`src/rtl/port_chg_irq_pkg.sv`:
```
package port_chg_irq_pkg;

    // Condition banks, in address order
    localparam int NUM_COND  = 4;
    // Port lines: 12 numbered, AUI, reduced AUI, expansion
    localparam int NUM_LINES = 15;
    localparam int NUM_NUMBERED = 12;
    // Register image: two bytes per bank
    localparam int REG_W     = 16;
    localparam int BYTES_PER_REG = REG_W / 8;

    localparam int AUI_BIT   = NUM_NUMBERED;
    localparam int RAUI_BIT  = NUM_NUMBERED + 1;
    localparam int EXP_BIT   = NUM_NUMBERED + 2;

    // Bits that exist in a register image for a given build
    function automatic logic [REG_W-1:0] live_mask(input bit has_exp);
        logic [REG_W-1:0] m;
        m = '0;
        for (int i = 0; i < EXP_BIT; i++) begin
            m[i] = 1'b1;
        end
        m[EXP_BIT] = has_exp;
        return m;
    endfunction

endpackage

```
`src/rtl/pci_edge_detect.sv`:
```
module pci_edge_detect #(
    parameter int W = 16
) (
    input  logic         clk,
    input  logic         rst_n,
    input  logic [W-1:0] smp_i,
    output logic [W-1:0] chg_o
);

    typedef struct packed {
        logic [W-1:0] prev;
        logic         seeded;
    } st_t;

    st_t s_d, s_q;

    always_comb begin
        s_d        = s_q;
        s_d.prev   = smp_i;
        s_d.seeded = 1'b1;
        // Before the first sample is captured there is nothing to compare against
        chg_o      = s_q.seeded ? (smp_i ^ s_q.prev) : '0;
    end

    always_ff @(posedge clk or negedge rst_n) begin
        if (!rst_n) begin
            s_q <= '0;
        end else begin
            s_q <= s_d;
        end
    end

endmodule

```
`src/rtl/pci_status_bank.sv`:
```
module pci_status_bank #(
    parameter int W = 16
) (
    input  logic         clk,
    input  logic         rst_n,
    input  logic [W-1:0] chg_i,
    input  logic [W-1:0] clr_i,
    output logic [W-1:0] stat_o
);

    typedef struct packed {
        logic [W-1:0] stat;
    } st_t;

    st_t s_d, s_q;

    always_comb begin
        s_d = s_q;
        // A change in the clearing cycle re-sets the bit
        s_d.stat = (s_q.stat & ~clr_i) | chg_i;
    end

    always_ff @(posedge clk or negedge rst_n) begin
        if (!rst_n) begin
            s_q <= '0;
        end else begin
            s_q <= s_d;
        end
    end

    assign stat_o = s_q.stat;

    AST_CHG_SETS: assert property (@(posedge clk) disable iff (!rst_n)
        (chg_i != '0) |=> ((stat_o & $past(chg_i)) == $past(chg_i)));

    AST_STICKY: assert property (@(posedge clk) disable iff (!rst_n)
        1'b1 |=> (($past(stat_o) & ~stat_o & ~$past(clr_i)) == '0));

    AST_SET_WINS: assert property (@(posedge clk) disable iff (!rst_n)
        ((chg_i & clr_i) != '0) |=> ((stat_o & $past(chg_i & clr_i)) == $past(chg_i & clr_i)));

endmodule

```
`src/rtl/pci_regfile.sv`:
```
module pci_regfile #(
    parameter int              NC      = 4,
    parameter int              W       = 16,
    parameter logic [7:0]      EN_BASE = 8'hE2,
    parameter logic [7:0]      ST_BASE = 8'hF2,
    parameter logic [W-1:0]    MASK    = 16'h7FFF
) (
    input  logic            clk,
    input  logic            rst_n,
    input  logic            wr_i,
    input  logic [7:0]      addr_i,
    input  logic [7:0]      wdata_i,
    input  logic [NC*W-1:0] stat_i,
    output logic [NC*W-1:0] en_o,
    output logic [NC*W-1:0] clr_o,
    output logic [7:0]      rdata_o
);

    localparam int NB = W / 8;

    typedef struct packed {
        logic [NC*W-1:0] en;
    } st_t;

    st_t s_d, s_q;

    always_comb begin
        s_d     = s_q;
        clr_o   = '0;
        rdata_o = '0;
        for (int c = 0; c < NC; c++) begin
            for (int b = 0; b < NB; b++) begin
                if (addr_i == EN_BASE + 8'(NB * c + b)) begin
                    rdata_o = s_q.en[c*W + b*8 +: 8];
                    if (wr_i) begin
                        s_d.en[c*W + b*8 +: 8] = wdata_i & MASK[b*8 +: 8];
                    end
                end
                if (addr_i == ST_BASE + 8'(NB * c + b)) begin
                    rdata_o = stat_i[c*W + b*8 +: 8];
                    if (wr_i) begin
                        clr_o[c*W + b*8 +: 8] = wdata_i;
                    end
                end
            end
        end
    end

    always_ff @(posedge clk or negedge rst_n) begin
        if (!rst_n) begin
            s_q <= '0;
        end else begin
            s_q <= s_d;
        end
    end

    assign en_o = s_q.en;

    AST_EN_HOLD: assert property (@(posedge clk) disable iff (!rst_n)
        !wr_i |=> $stable(en_o));

    AST_EN_RESERVED: assert property (@(posedge clk) disable iff (!rst_n)
        (en_o & ~{NC{MASK}}) == '0);

endmodule

```
`src/rtl/port_chg_irq.sv`:
```
module port_chg_irq
    import port_chg_irq_pkg::*;
#(
    parameter bit         HAS_EXP = 1'b1,
    parameter logic [7:0] EN_BASE = 8'hE2,
    parameter logic [7:0] ST_BASE = 8'hF2
) (
    input  logic                 clk,
    input  logic                 rst_n,
    input  logic [NUM_LINES-1:0] link_i,
    input  logic [NUM_LINES-1:0] lpbk_i,
    input  logic [NUM_LINES-1:0] pol_i,
    input  logic [NUM_LINES-1:0] sqe_i,
    input  logic                 mgmt_wr_i,
    input  logic [7:0]           mgmt_addr_i,
    input  logic [7:0]           mgmt_wdata_i,
    output logic [7:0]           mgmt_rdata_o,
    output logic                 irq_o
);

    localparam logic [REG_W-1:0] MASK = live_mask(HAS_EXP);
    localparam int PAD = REG_W - NUM_LINES;

    logic [NUM_COND*REG_W-1:0] cond_flat;
    logic [NUM_COND*REG_W-1:0] stat_flat;
    logic [NUM_COND*REG_W-1:0] en_flat;
    logic [NUM_COND*REG_W-1:0] clr_flat;

    assign cond_flat = {{PAD{1'b0}}, sqe_i,
                        {PAD{1'b0}}, pol_i,
                        {PAD{1'b0}}, lpbk_i,
                        {PAD{1'b0}}, link_i};

    for (genvar c = 0; c < NUM_COND; c++) begin : g_cond
        logic [REG_W-1:0] chg_raw;

        pci_edge_detect #(.W(REG_W)) u_edge (
            .clk   (clk),
            .rst_n (rst_n),
            .smp_i (cond_flat[c*REG_W +: REG_W]),
            .chg_o (chg_raw)
        );

        pci_status_bank #(.W(REG_W)) u_bank (
            .clk    (clk),
            .rst_n  (rst_n),
            .chg_i  (chg_raw & MASK),
            .clr_i  (clr_flat[c*REG_W +: REG_W]),
            .stat_o (stat_flat[c*REG_W +: REG_W])
        );
    end

    pci_regfile #(
        .NC      (NUM_COND),
        .W       (REG_W),
        .EN_BASE (EN_BASE),
        .ST_BASE (ST_BASE),
        .MASK    (MASK)
    ) u_regs (
        .clk     (clk),
        .rst_n   (rst_n),
        .wr_i    (mgmt_wr_i),
        .addr_i  (mgmt_addr_i),
        .wdata_i (mgmt_wdata_i),
        .stat_i  (stat_flat),
        .en_o    (en_flat),
        .clr_o   (clr_flat),
        .rdata_o (mgmt_rdata_o)
    );

    typedef struct packed {
        logic irq;
    } top_t;

    top_t t_d, t_q;

    always_comb begin
        t_d     = t_q;
        t_d.irq = |(stat_flat & en_flat);
    end

    always_ff @(posedge clk or negedge rst_n) begin
        if (!rst_n) begin
            t_q <= '0;
        end else begin
            t_q <= t_d;
        end
    end

    assign irq_o = t_q.irq;

    AST_IRQ_FOLLOWS: assert property (@(posedge clk) disable iff (!rst_n)
        ((stat_flat & en_flat) != '0) |=> irq_o);

    AST_IRQ_MASKED: assert property (@(posedge clk) disable iff (!rst_n)
        ((stat_flat & en_flat) == '0) |=> !irq_o);

endmodule

```
`config.mk`:
```
export PLATFORM = sky130hd
export DESIGN_NAME = port_chg_irq
export DESIGN_NICKNAME = d
export VERILOG_FILES = /design/src/rtl/port_chg_irq_pkg.sv /design/src/rtl/pci_edge_detect.sv /design/src/rtl/pci_status_bank.sv /design/src/rtl/pci_regfile.sv /design/src/rtl/port_chg_irq.sv
export SDC_FILE = /design/constraint.sdc
export NUM_CORES = 1
export LEC_CHECK = 0
export ABC_CLOCK_PERIOD_IN_PS = 6400
export BUFFER_PORTS_ARGS = -buffer_cell sky130_fd_sc_hd__buf_2
export CORE_MARGIN = 5
export CORE_UTILIZATION = 64
export DETAILED_ROUTE_END_ITERATION = 6
export GPL_TIMING_DRIVEN = 0
export PLACE_DENSITY = 0.85
export SLEW_MARGIN = 25
export SYNTH_ARGS = -nofsm -noshare
export SYNTH_HDL_FRONTEND = slang
export SYNTH_SLANG_ARGS = --single-unit
```
`constraint.sdc`:
```
create_clock -name clk -period 6.4 [get_ports clk]
set_input_delay 1.28 -clock clk [delete_from_list [all_inputs] [get_ports clk]]
set_output_delay 1.28 -clock clk [all_outputs]
set_load 0.02 [all_outputs]
```
==> results.py, run 1 <==
metrics = {
    "run_status": {
        "status": "finished, final reports clean",
    },
    "yosys": {
        "async_flop_share": 1.00,
        "yosys_warnings": 0,
        "syn-instance-count": 745,
        "synth.area.top_cells": "dfrtp_1 53%, a22o_1 7.0%, mux2_2 7.0%",
        "synth_top_flop_cell": "dfrtp_1",
        "synth_seq_cells": 186,
        "yosysTopAreaCell": "dfrtp_1",
        "syn_nets": 824,
        "synth.top_cell.area_share": 0.527,
        "synth_cell_types": 63,
        "synth_seq_area_share": 0.527,
        "synth.avg_cell_area_sq_um": 11.9,
        "synth-edff-count": 0,
        "synth_area_sq_um": 8830,
    },
    "worst_hold_path": {
        "hold_path.class": "reg -> reg",
    },
    "layout": {
        "synthToLayoutAreaGrowth_pct": 14.1,
        "fin_util": 0.735,
        "fillCellCount": 931,
        "nNetsFinal": 927,
        "diodes": 0,
        "drive_gt1_frac": 0.265,
        "design_area_sq_um": 10100,
        "final_cells": 1041,
    },
    "setup_path": {
        "worstPathRequired_ps": 5120,
        "critPathKind": "in -> out",
        "end_kind": "primary output",
        "crit_arrival_ps": 3440,
        "r2r_slack_ps": 4340,
        "cp-start-kind": "input pin",
        "path_max_fanout": 10,
    },
    "placement": {
        "io_buffers": 83,
        "dp_hpwl_um": 21600,
        "post-place-cells": 1009,
        "gp_congestion": 1.03,
        "place_ws_ps": 1770,
        "place_area_sq_um": 9510,
    },
    "cts": {
        "cts_buffers": 17,
        "cts_tree": "done",
        "clkLatencyLatePin_ps": 450,
        "post_cts_resized": 0,
        "cts_buffer_depth": 2,
        "cts.sinks": 186,
        "cts_setup_buffers": 0,
        "path_clk_slew_ps": 70,
        "cts_max_level": 4,
        "clock-root-buffer": "clkbuf_16",
        "postCtsHoldBufs": 0,
    },
    "route": {
        "wl_um": 30700,
        "drc": 0,
        "ant_nets": 0,
        "routedWlPerCell_um": 29.5,
        "firstDrtPassIters": 7,
        "wl_met2_um": 13700,
        "maxUsedRoutingLayer": "met4",
        "drt-initial-drc-count": 925,
        "via_count": 7333,
        "dr_wl_met3_um": 3760,
        "wirelength_met1_um": 11400,
        "avgViaCountPerCell": 7.04,
    },
    "timing": {
        "slew-limit-headroom": 0.336,
        "fmax_mhz": 212,
        "tightest_slew_ps": 989,
        "final-setup-viol-count": 0,
        "setup-tns-final_ps": 0,
        "grt_setup_unrepaired": "no",
        "drv_slew": 0,
        "hold_viol": 0,
        "setup_slack_ps": 1680,
        "fin_crit_sh": 0.738,
        "layout_min_cycle_time_ps": 4720,
        "finClkSkew_ps": 11.5,
    },
    "floorplan": {
        "rows": 43,
        "dieArea_sq_um": 16200,
        "io_pins": 88,
        "die_w_um": 127,
        "die_y_um": 127,
        "start_util": 0.644,
        "coreArea_sq_um": 13700,
    },
    "global_route": {
        "antenna_found_initial": 0,
        "track_usage": 0.386,
        "grt_overflow": 0,
        "grt_pass1_wl_um": 45700,
        "grt_max_degree": 100,
        "first_global_vias": 7409,
    },
    "flow_run": {
        "drv_cap": 0,
    },
    "power_and_ir_drop": {
        "vdd_drop_max_mv": 0.230,
        "p_leak_nw": 4.29,
        "power_density_nw_per_um2": 254,
    },
}
==> through the flow <==
| stage | total power (W) | hold slack [ps] |
|---|---|---|
| after floorplan | 0.00140 | 457 |
| after global placement | 0.00153 | 475 |
| after detailed placement | 0.00154 | 486 |
| after CTS | 0.00255 | 503 |
| after global routing | 0.00262 | 507 |
| final | 0.00256 | 497 |
==> area by class of cell <==
class	instances	area, sq um	share of cell area
clock buffer	18	439	0.0436
clock inverter	14	131	0.0130
tap	180	225	0.0223
sequential	186	4650	0.462
buffer	42	216	0.0215
multi-input combinational	515	3950	0.392
timing repair buffer	84	453	0.0449
inverter	2	7.51	0.000745
==> cells in the final DEF (no fill, tap or decap), types with 4 or more instances in the layout <==
cell,synthesis,routed
a211oi_1,8,8
a21boi_0,4,4
a21oi_1,10,10
a221oi_1,7,7
a22o_1,71,71
a22oi_1,22,22
and2_1,8,8
and3_1,5,5
buf_2,13,95
buf_4,5,5
clkbuf_1,19,19
clkbuf_16,0,17
clkinvlp_4,0,4
dfrtp_1,186,186
inv_8,0,4
mux2_2,55,55
mux2_4,7,7
mux2i_1,21,21
mux4_2,5,5
nand2_1,79,79
nand2b_1,15,15
nand3_1,13,13
nand4_1,8,8
nor2_1,22,22
nor2_2,7,7
nor2b_1,5,5
nor3_1,4,4
o211ai_1,4,4
o21ai_0,22,22
o22ai_1,9,9
xor2_1,60,60
==> worst max-delay path, stage by stage <==
cell and delay (ps):
buf_2 120, and3_1 240, buf_2 290, nand2_1 160
nor2_2 650, a211oi_2 190, o31ai_1 270, buf_2 220
==> Yosys cell counts, types with 4 or more instances <==
| library cell | instances |
|---|---|
| a211oi_1 | 8 |
| a21boi_0 | 4 |
| a21oi_1 | 10 |
| a221oi_1 | 7 |
| a22o_1 | 71 |
| a22oi_1 | 22 |
| and2_1 | 8 |
| and3_1 | 5 |
| buf_2 | 13 |
| buf_4 | 5 |
| clkbuf_1 | 19 |
| dfrtp_1 | 186 |
| mux2_2 | 55 |
| mux2_4 | 7 |
| mux2i_1 | 21 |
| mux4_2 | 5 |
| nand2_1 | 79 |
| nand2b_1 | 15 |
| nand3_1 | 13 |
| nand4_1 | 8 |
| nor2_1 | 22 |
| nor2_2 | 7 |
| nor2b_1 | 5 |
| nor3_1 | 4 |
| o211ai_1 | 4 |
| o21ai_0 | 22 |
| o22ai_1 | 9 |
| xor2_1 | 60 |
==> layer usage <==
metal,track usage,up-vias
met4,0.206,0
met3,0.110,140
met5,0,-
met1,0.513,3679
li1,-,2942
met2,0.578,572
==> cell families after synthesis <==
| kind of cell | Yosys count | synth area share |
|---|---|---|
| buffers and inverters | 44 | 0.0254 |
| other | 1 | 0.000425 |
| DFF | 186 | 0.527 |
| and+or+nand+nor | 186 | 0.112 |
| AOI/OAI and AO/OA | 180 | 0.157 |
| muxes | 88 | 0.119 |
| xor gates and xnor gates | 60 | 0.0595 |
==> registers in the layout, indices dropped and copies added, names as in the netlist <==
| signal | count |
|---|---|
| g_cond.u_bank.stat_o | 64 |
| g_cond.u_edge.s_q | 61 |
| irq_o | 1 |
| u_regs.en_o | 60 |
==> worst paths after layout <==
path / start / to / cells past startpoint
max: mgmt_addr_i[6] / mgmt_rdata_o[4] / 8
min: g_cond[2].u_bank.stat_o[15] / g_cond[2].u_bank.stat_o[15] / 1
max reg2reg: g_cond[1].u_bank.stat_o[6] / irq_o / 5
min reg2reg: g_cond[2].u_bank.stat_o[15] / g_cond[2].u_bank.stat_o[15] / 1
max in group asynchronous: rst_n / u_regs.en_o[18] / 2
min in group asynchronous: rst_n / g_cond[2].u_edge.s_q[12] / 1
==> power by group <==
| group | total, W | switching [W] | internal, W | leakage [nW] |
|---|---|---|---|---|
| logic | 0.000283 | 0.000179 | 0.000104 | 1.89 |
| clock network | 0.00104 | 0.000512 | 0.000524 | 0.270 |
| registers | 0.00124 | 0.0000300 | 0.00121 | 2.13 |
| total | 0.00256 | 0.000721 | 0.00184 | 4.29 |
(Power assumes the default switching activity.)
==> run 2: changes to the inputs <==
--- a/config.mk
+++ b/config.mk
@@ -5,13 +5,13 @@
 export SDC_FILE = /design/constraint.sdc
 export NUM_CORES = 1
 export LEC_CHECK = 0
-export ABC_CLOCK_PERIOD_IN_PS = 6400
+export ABC_CLOCK_PERIOD_IN_PS = 4300
 export BUFFER_PORTS_ARGS = -buffer_cell sky130_fd_sc_hd__buf_2
 export CORE_MARGIN = 5
-export CORE_UTILIZATION = 64
+export CORE_UTILIZATION = 53
 export DETAILED_ROUTE_END_ITERATION = 6
 export GPL_TIMING_DRIVEN = 0
-export PLACE_DENSITY = 0.85
+export PLACE_DENSITY = 0.76
 export SLEW_MARGIN = 25
 export SYNTH_ARGS = -nofsm -noshare
 export SYNTH_HDL_FRONTEND = slang
==> constraint.sdc (replaced) <==
create_clock -name clk -period 4.3 [get_ports clk]
set_input_delay 0.86 -clock clk [delete_from_list [all_inputs] [get_ports clk]]
set_output_delay 0.86 -clock clk [all_outputs]
set_load 0.02 [all_outputs]
==> run 2 against run 1 <==
Net effect: worst setup slack got worse by 1400 ps; cell area increased by 1.1%; sequential share of layout area down 0.52 points; clock skew grew 2.9 ps; non-clock buffer count grew 1; critical path type unchanged; clock power up 55%; largest cell class unchanged; via count shrank 5.9%; die area increased by 19%; total power up 51%.
==> results.py, run 2 (synthesis gave the netlist of run 1 again) <==
metrics = {
    "layout": {
        "nNetsFinal": 928,
        "diodes": 0,
        "seq_area_sq_um": 4650,
        "fillCellCount": 1362,
        "synthToLayoutAreaGrowth_pct": 15.4,
        "final_common_cell": "dfrtp_1",
        "fin_util": 0.619,
        "multi_input_area_sq_um": 3950,
        "drive_gt1_frac": 0.265,
        "final_cell_mix": "186 x dfrtp_1, 95 x buf_2, 79 x nand2_1",
        "largest_reg_flops": 64,
    },
    "flow_run": {
        "drv_cap": 0,
    },
    "cts": {
        "cts_buffers": 17,
        "clock-root-buffer": "clkbuf_16",
        "cts.sinks": 186,
        "postCtsHoldBufs": 0,
        "cts_buffer_depth": 2,
        "post_cts_resized": 0,
        "cts_setup_buffers": 0,
        "cts_max_level": 4,
        "path_clk_slew_ps": 80,
        "cts_tree": "done",
        "clkLatencyLatePin_ps": 450,
    },
    "route": {
        "routedWlPerCell_um": 28.0,
        "ant_nets": 0,
        "drt-initial-drc-count": 841,
        "drc": 0,
        "avgViaCountPerCell": 6.38,
        "via_count": 6901,
        "firstDrtPassIters": 6,
        "wl_um": 30200,
    },
    "placement": {
        "gp_congestion": 1.02,
        "place_ws_ps": 359,
        "io_buffers": 83,
        "dp_hpwl_um": 21600,
    },
    "setup_path": {
        "r2r_slack_ps": 2370,
        "end_kind": "primary output",
        "critPathKind": "in -> out",
        "rr_worst_depth": 5,
        "worstPathRequired_ps": 3440,
        "path_max_fanout": 10,
        "cp-start-kind": "input pin",
        "crit_arrival_ps": 3190,
    },
    "timing": {
        "hold_slack_ps": 260,
        "tightest_slew_ps": 962,
        "final-setup-viol-count": 0,
        "grt_setup_unrepaired": "no",
        "setup_slack_ps": 247,
        "drv_slew": 0,
        "setup-tns-final_ps": 0,
        "layout_min_cycle_time_ps": 4050,
        "fmax_mhz": 247,
        "finClkSkew_ps": 14.4,
        "slew-limit-headroom": 0.354,
        "hold_viol": 0,
        "fin_crit_sh": 0.943,
    },
    "floorplan": {
        "coreArea_sq_um": 16500,
        "rows": 47,
        "dieArea_sq_um": 19300,
        "start_util": 0.536,
        "io_pins": 88,
        "die_y_um": 139,
        "die_w_um": 139,
    },
    "worst_hold_path": {
        "hold_path.class": "in -> async",
    },
    "power_and_ir_drop": {
        "vdd_drop_max_mv": 0.302,
        "power_density_nw_per_um2": 381,
        "p_leak_nw": 4.32,
    },
    "global_route": {
        "grt_overflow": 0,
        "track_usage": 0.317,
        "grt_max_degree": 92,
        "antenna_found_initial": 0,
        "grt_pass1_wl_um": 45400,
        "first_global_vias": 7044,
    },
    "run_status": {
        "status": "finished, final reports clean",
    },
}
## run 2: changes by cell type in the layout (fill, tap and decap cells not counted), sizes merged
cell / before / now
clkinv: 3 / 6
clkinvlp: 4 / 2
inv: 9 / 7
buf: 106 / 107
bufinv: 0 / 1
## run 2: critical path: stages
cell      delay [ps]
buf_2            130
buf_4            190
nor3b_2          370
nand2_1          180
nor2_2           740
a211oi_2         200
o31ai_1          300
buf_2            220
## run 2: cell type report
type | instances | share of cell area
multi-input cells | 515 | 0.388
well taps | 220 | 0.0270
plain buffers | 42 | 0.0212
repair buffers | 85 | 0.0471
clock buffers | 18 | 0.0421
flip-flops and latches | 186 | 0.457
inverters | 2 | 0.000737
clock inverters | 14 | 0.0174
## run 2: where the power goes
group	internal, W	switching [W]	total [W]	leakage, nW
Sequential	0.00181	0.0000418	0.00185	2.13
Combinational	0.000157	0.000261	0.000417	1.90
Clock	0.000834	0.000779	0.00161	0.289
## run 2: path summary, 6_finish.rpt
| path | from | to |
|---|---|---|
| max | mgmt_addr_i[2] | mgmt_rdata_o[4] |
| min | rst_n | g_cond[0].u_edge.s_q[7] |
| max reg2reg | g_cond[0].u_bank.stat_o[11] | irq_o |
| min reg2reg | g_cond[2].u_bank.stat_o[15] | g_cond[2].u_bank.stat_o[15] |
| max in group asynchronous | rst_n | u_regs.en_o[36] |
| min in group clk | g_cond[2].u_bank.stat_o[15] | g_cond[2].u_bank.stat_o[15] |
## run 2: per-layer routing
metal / routed length (um) / part of all wire / global-route usage / vias up
met3: 2570 / 0.085 / 0.0779 / 66
met1: 12800 / 0.42 / 0.444 / 3509
met5: 0 / 0 / 0 / -
li1: - / - / - / 2952
met4: 980 / 0.032 / 0.115 / 0
met2: 13900 / 0.46 / 0.484 / 374
## run 2: through the flow
step / std cells / power [W] / area, sq um
after global routing: 1082 / 0.00401 / 10200
final: 1082 / 0.00388 / 10200
after global placement: 1048 / 0.00228 / 9520
after CTS: 1082 / 0.00388 / 10200
after detailed placement: 1050 / 0.00229 / 9590
after floorplan: 745 / 0.00209 / 8830
==> run 3: changes to the inputs <==
--- a/config.mk
+++ b/config.mk
@@ -5,6 +5,7 @@
 export SDC_FILE = /design/constraint.sdc
 export NUM_CORES = 1
 export LEC_CHECK = 0
+export ABC_AREA = 1
 export ABC_CLOCK_PERIOD_IN_PS = 4300
 export BUFFER_PORTS_ARGS = -buffer_cell sky130_fd_sc_hd__buf_2
 export CORE_MARGIN = 5
==> run 3 against run 2 <==
Net effect: total power is 0.76% lower; hold slack worse by 23 ps; fmax is 11% higher; worst setup slack better by 410 ps; utilization is 0.28 points higher; largest cell class unchanged; clock skew is 8.2 ps lower; the flow now finishes with violations (design-rule violations); non-clock buffer count is 13 lower; largest power group unchanged; cell area is 4.1% lower; routed wire length is 24% lower; synthesized cell count is 35% higher; critical endpoint is now mgmt_rdata_o[3].
==> results.py, run 3 <==
metrics = {
    "timing": {
        "slew-limit-headroom": 0.584,
        "tightest_slew_ps": 624,
        "grt_setup_unrepaired": "no",
        "layout_min_cycle_time_ps": 3650,
        "hold_viol": 0,
        "fin_crit_sh": 0.848,
        "fmax_mhz": 274,
        "drv_slew": 0,
        "hold_slack_ps": 237,
        "finClkSkew_ps": 6.20,
        "final-setup-viol-count": 0,
    },
    "placement": {
        "dp_hpwl_um": 16100,
        "io_buffers": 86,
        "gp_congestion": 0.924,
        "post-place-cells": 1310,
    },
    "global_route": {
        "track_usage": 0.259,
        "first_global_vias": 6773,
        "antenna_found_initial": 0,
        "grt_overflow": 0,
        "grt_max_degree": 88,
        "grt_pass1_wl_um": 36100,
    },
    "layout": {
        "drive_gt1_frac": 0.128,
        "final_cells": 1340,
        "diodes": 0,
        "nNetsFinal": 1192,
        "final_cell_mix": "280 x nand2_1, 251 x o21ai_0, 186 x dfrtp_1",
        "largest_reg_flops": 64,
        "final_common_cell": "nand2_1",
        "synthToLayoutAreaGrowth_pct": 16.7,
        "fin_util": 0.622,
    },
    "setup_path": {
        "max_stage_delay_ps": 260,
        "cp_cell_sequence": "buf_2 -> inv_1 -> nand2_1 -> nor2_1 -> nand2_1 -> buf_2 -> nor2_1 -> nor2_1 -> nand4_1 -> nand2_1 -> nand4_1 -> nor2_1 -> nand4_1 -> buf_2",
        "path_max_fanout": 10,
        "cp_slowest_cell": "buf_2",
        "crit_arrival_ps": 2790,
        "cp-start-kind": "input pin",
        "crit_top_cell": "nor2_1",
        "end_kind": "primary output",
        "critPathKind": "in -> out",
        "worstPathRequired_ps": 3440,
    },
    "route": {
        "maxUsedRoutingLayer": "met4",
        "wirelength_met1_um": 10300,
        "wl_met2_um": 9910,
        "firstDrtPassIters": 7,
        "via_count": 7317,
        "avgViaCountPerCell": 5.46,
        "drt-initial-drc-count": 895,
        "wl_um": 22900,
        "dr_wl_met3_um": 1970,
        "ant_nets": 0,
        "drc": 1,
        "routedWlPerCell_um": 17.1,
    },
    "yosys": {
        "synth_cell_types": 37,
        "synth.avg_cell_area_sq_um": 8.32,
        "synth-edff-count": 0,
        "synth_top_flop_cell": "dfrtp_1",
        "synth_seq_area_share": 0.556,
        "yosysTopAreaCell": "dfrtp_1",
        "synth.area.top_cells": "dfrtp_1 56%, o21ai_0 15%, nand2_1 13%",
        "yosysMostFrequentCell": "nand2_1",
        "async_flop_share": 1.00,
        "synth_seq_cells": 186,
        "yosys_warnings": 0,
        "syn_nets": 1085,
        "synth_common_cells": "280 x nand2_1, 251 x o21ai_0, 186 x dfrtp_1, 121 x inv_1, 31 x nor2_1",
        "synth_area_sq_um": 8370,
        "syn-instance-count": 1006,
        "synth.top_cell.area_share": 0.556,
    },
    "cts": {
        "cts_buffer_depth": 2,
        "clock-root-buffer": "clkbuf_16",
        "cts_setup_buffers": 0,
        "cts_tree": "done",
        "cts_buffers": 17,
        "clkLatencyLatePin_ps": 440,
        "path_clk_slew_ps": 60,
        "cts_max_level": 4,
        "post_cts_resized": 0,
        "cts.sinks": 186,
        "postCtsHoldBufs": 0,
    },
    "power_and_ir_drop": {
        "p_leak_nw": 4.79,
        "power_density_nw_per_um2": 394,
        "vdd_drop_max_mv": 0.294,
    },
    "floorplan": {
        "die_w_um": 136,
        "dieArea_sq_um": 18400,
        "die_y_um": 136,
        "rows": 46,
        "coreArea_sq_um": 15700,
        "io_pins": 88,
        "start_util": 0.533,
    },
    "run_status": {
        "status": "finished with violations",
        "violations": "design-rule violations",
    },
    "worst_hold_path": {
        "hold_path.class": "in -> async",
    },
    "flow_run": {
        "drv_cap": 0,
    },
}
==> run 3: cell types whose count changed after synthesis, sizes merged, moves of 59 or more <==
cell	previous run	this run
xor2	60	0
nand2	80	282
mux2	62	0
inv	2	128
a22o	71	12
o21ai	22	257
==> run 3: worst max-delay path: cells and delay by family <==
kind	cells	cell delay, ps
buf+inv	4	650
simple gates	10	1260
==> run 3: worst paths after layout <==
| kind | from | end | slack (ps) | cells past startpoint |
|---|---|---|---|---|
| max | mgmt_addr_i[3] | mgmt_rdata_o[3] | 650 | 14 |
| max reg2reg | g_cond[3].u_bank.stat_o[14] | irq_o | 2650 | 5 |
| min | rst_n | g_cond[1].u_edge.s_q[3] | 240 | 1 |
| min in group clk | u_regs.en_o[39] | u_regs.en_o[39] | 490 | 2 |
| min reg2reg | u_regs.en_o[39] | u_regs.en_o[39] | 490 | 2 |
| max in group asynchronous | rst_n | u_regs.en_o[61] | 3410 | 2 |
==> run 3: area by class of cell <==
cell class / instances / area, sq um
plain buffers: 26 / 126
clock buffers: 23 / 468
clock inverters: 7 / 165
fillers: 1353 / 5940
inverters: 129 / 485
multi-input cells: 665 / 3100
flip-flops and latches: 186 / 4650
well taps: 216 / 270
repair buffers: 88 / 495
==> run 3: metal layers <==
metal,global-route usage,vias up
li1,-,3517
met1,0.381,3447
met2,0.373,312
met3,0.0702,41
met4,0.0918,0
met5,0,-
==> run 3: cells by family after synthesis <==
kind of cell / after synthesis / share of synthesized area
and+or+nand+nor: 378 / 0.190
buffers and inverters: 155 / 0.0731
DFF: 186 / 0.556
other: 1 / 0.000448
AOI/OAI and AO/OA: 286 / 0.180
==> run 3: power breakdown <==
part / internal (W) / switching [W] / total [W]
registers: 0.00181 / 0.0000379 / 0.00185
clock network: 0.00106 / 0.000661 / 0.00172
logic: 0.0000950 / 0.000191 / 0.000286
==> run 3: metrics by stage <==
step           setup TNS, ps  power [W]  instance area, sq um  worst slack (ps)
2_1_floorplan              0    0.00200                  8370              1400
4_1_cts                    0    0.00387                  9770               683
3_3_place_gp         -107660    0.00215                  9070              -599
3_5_place_dp               0    0.00216                  9140               740
6_report                   0    0.00385                  9770               653
5_1_grt                    0    0.00399                  9770               504
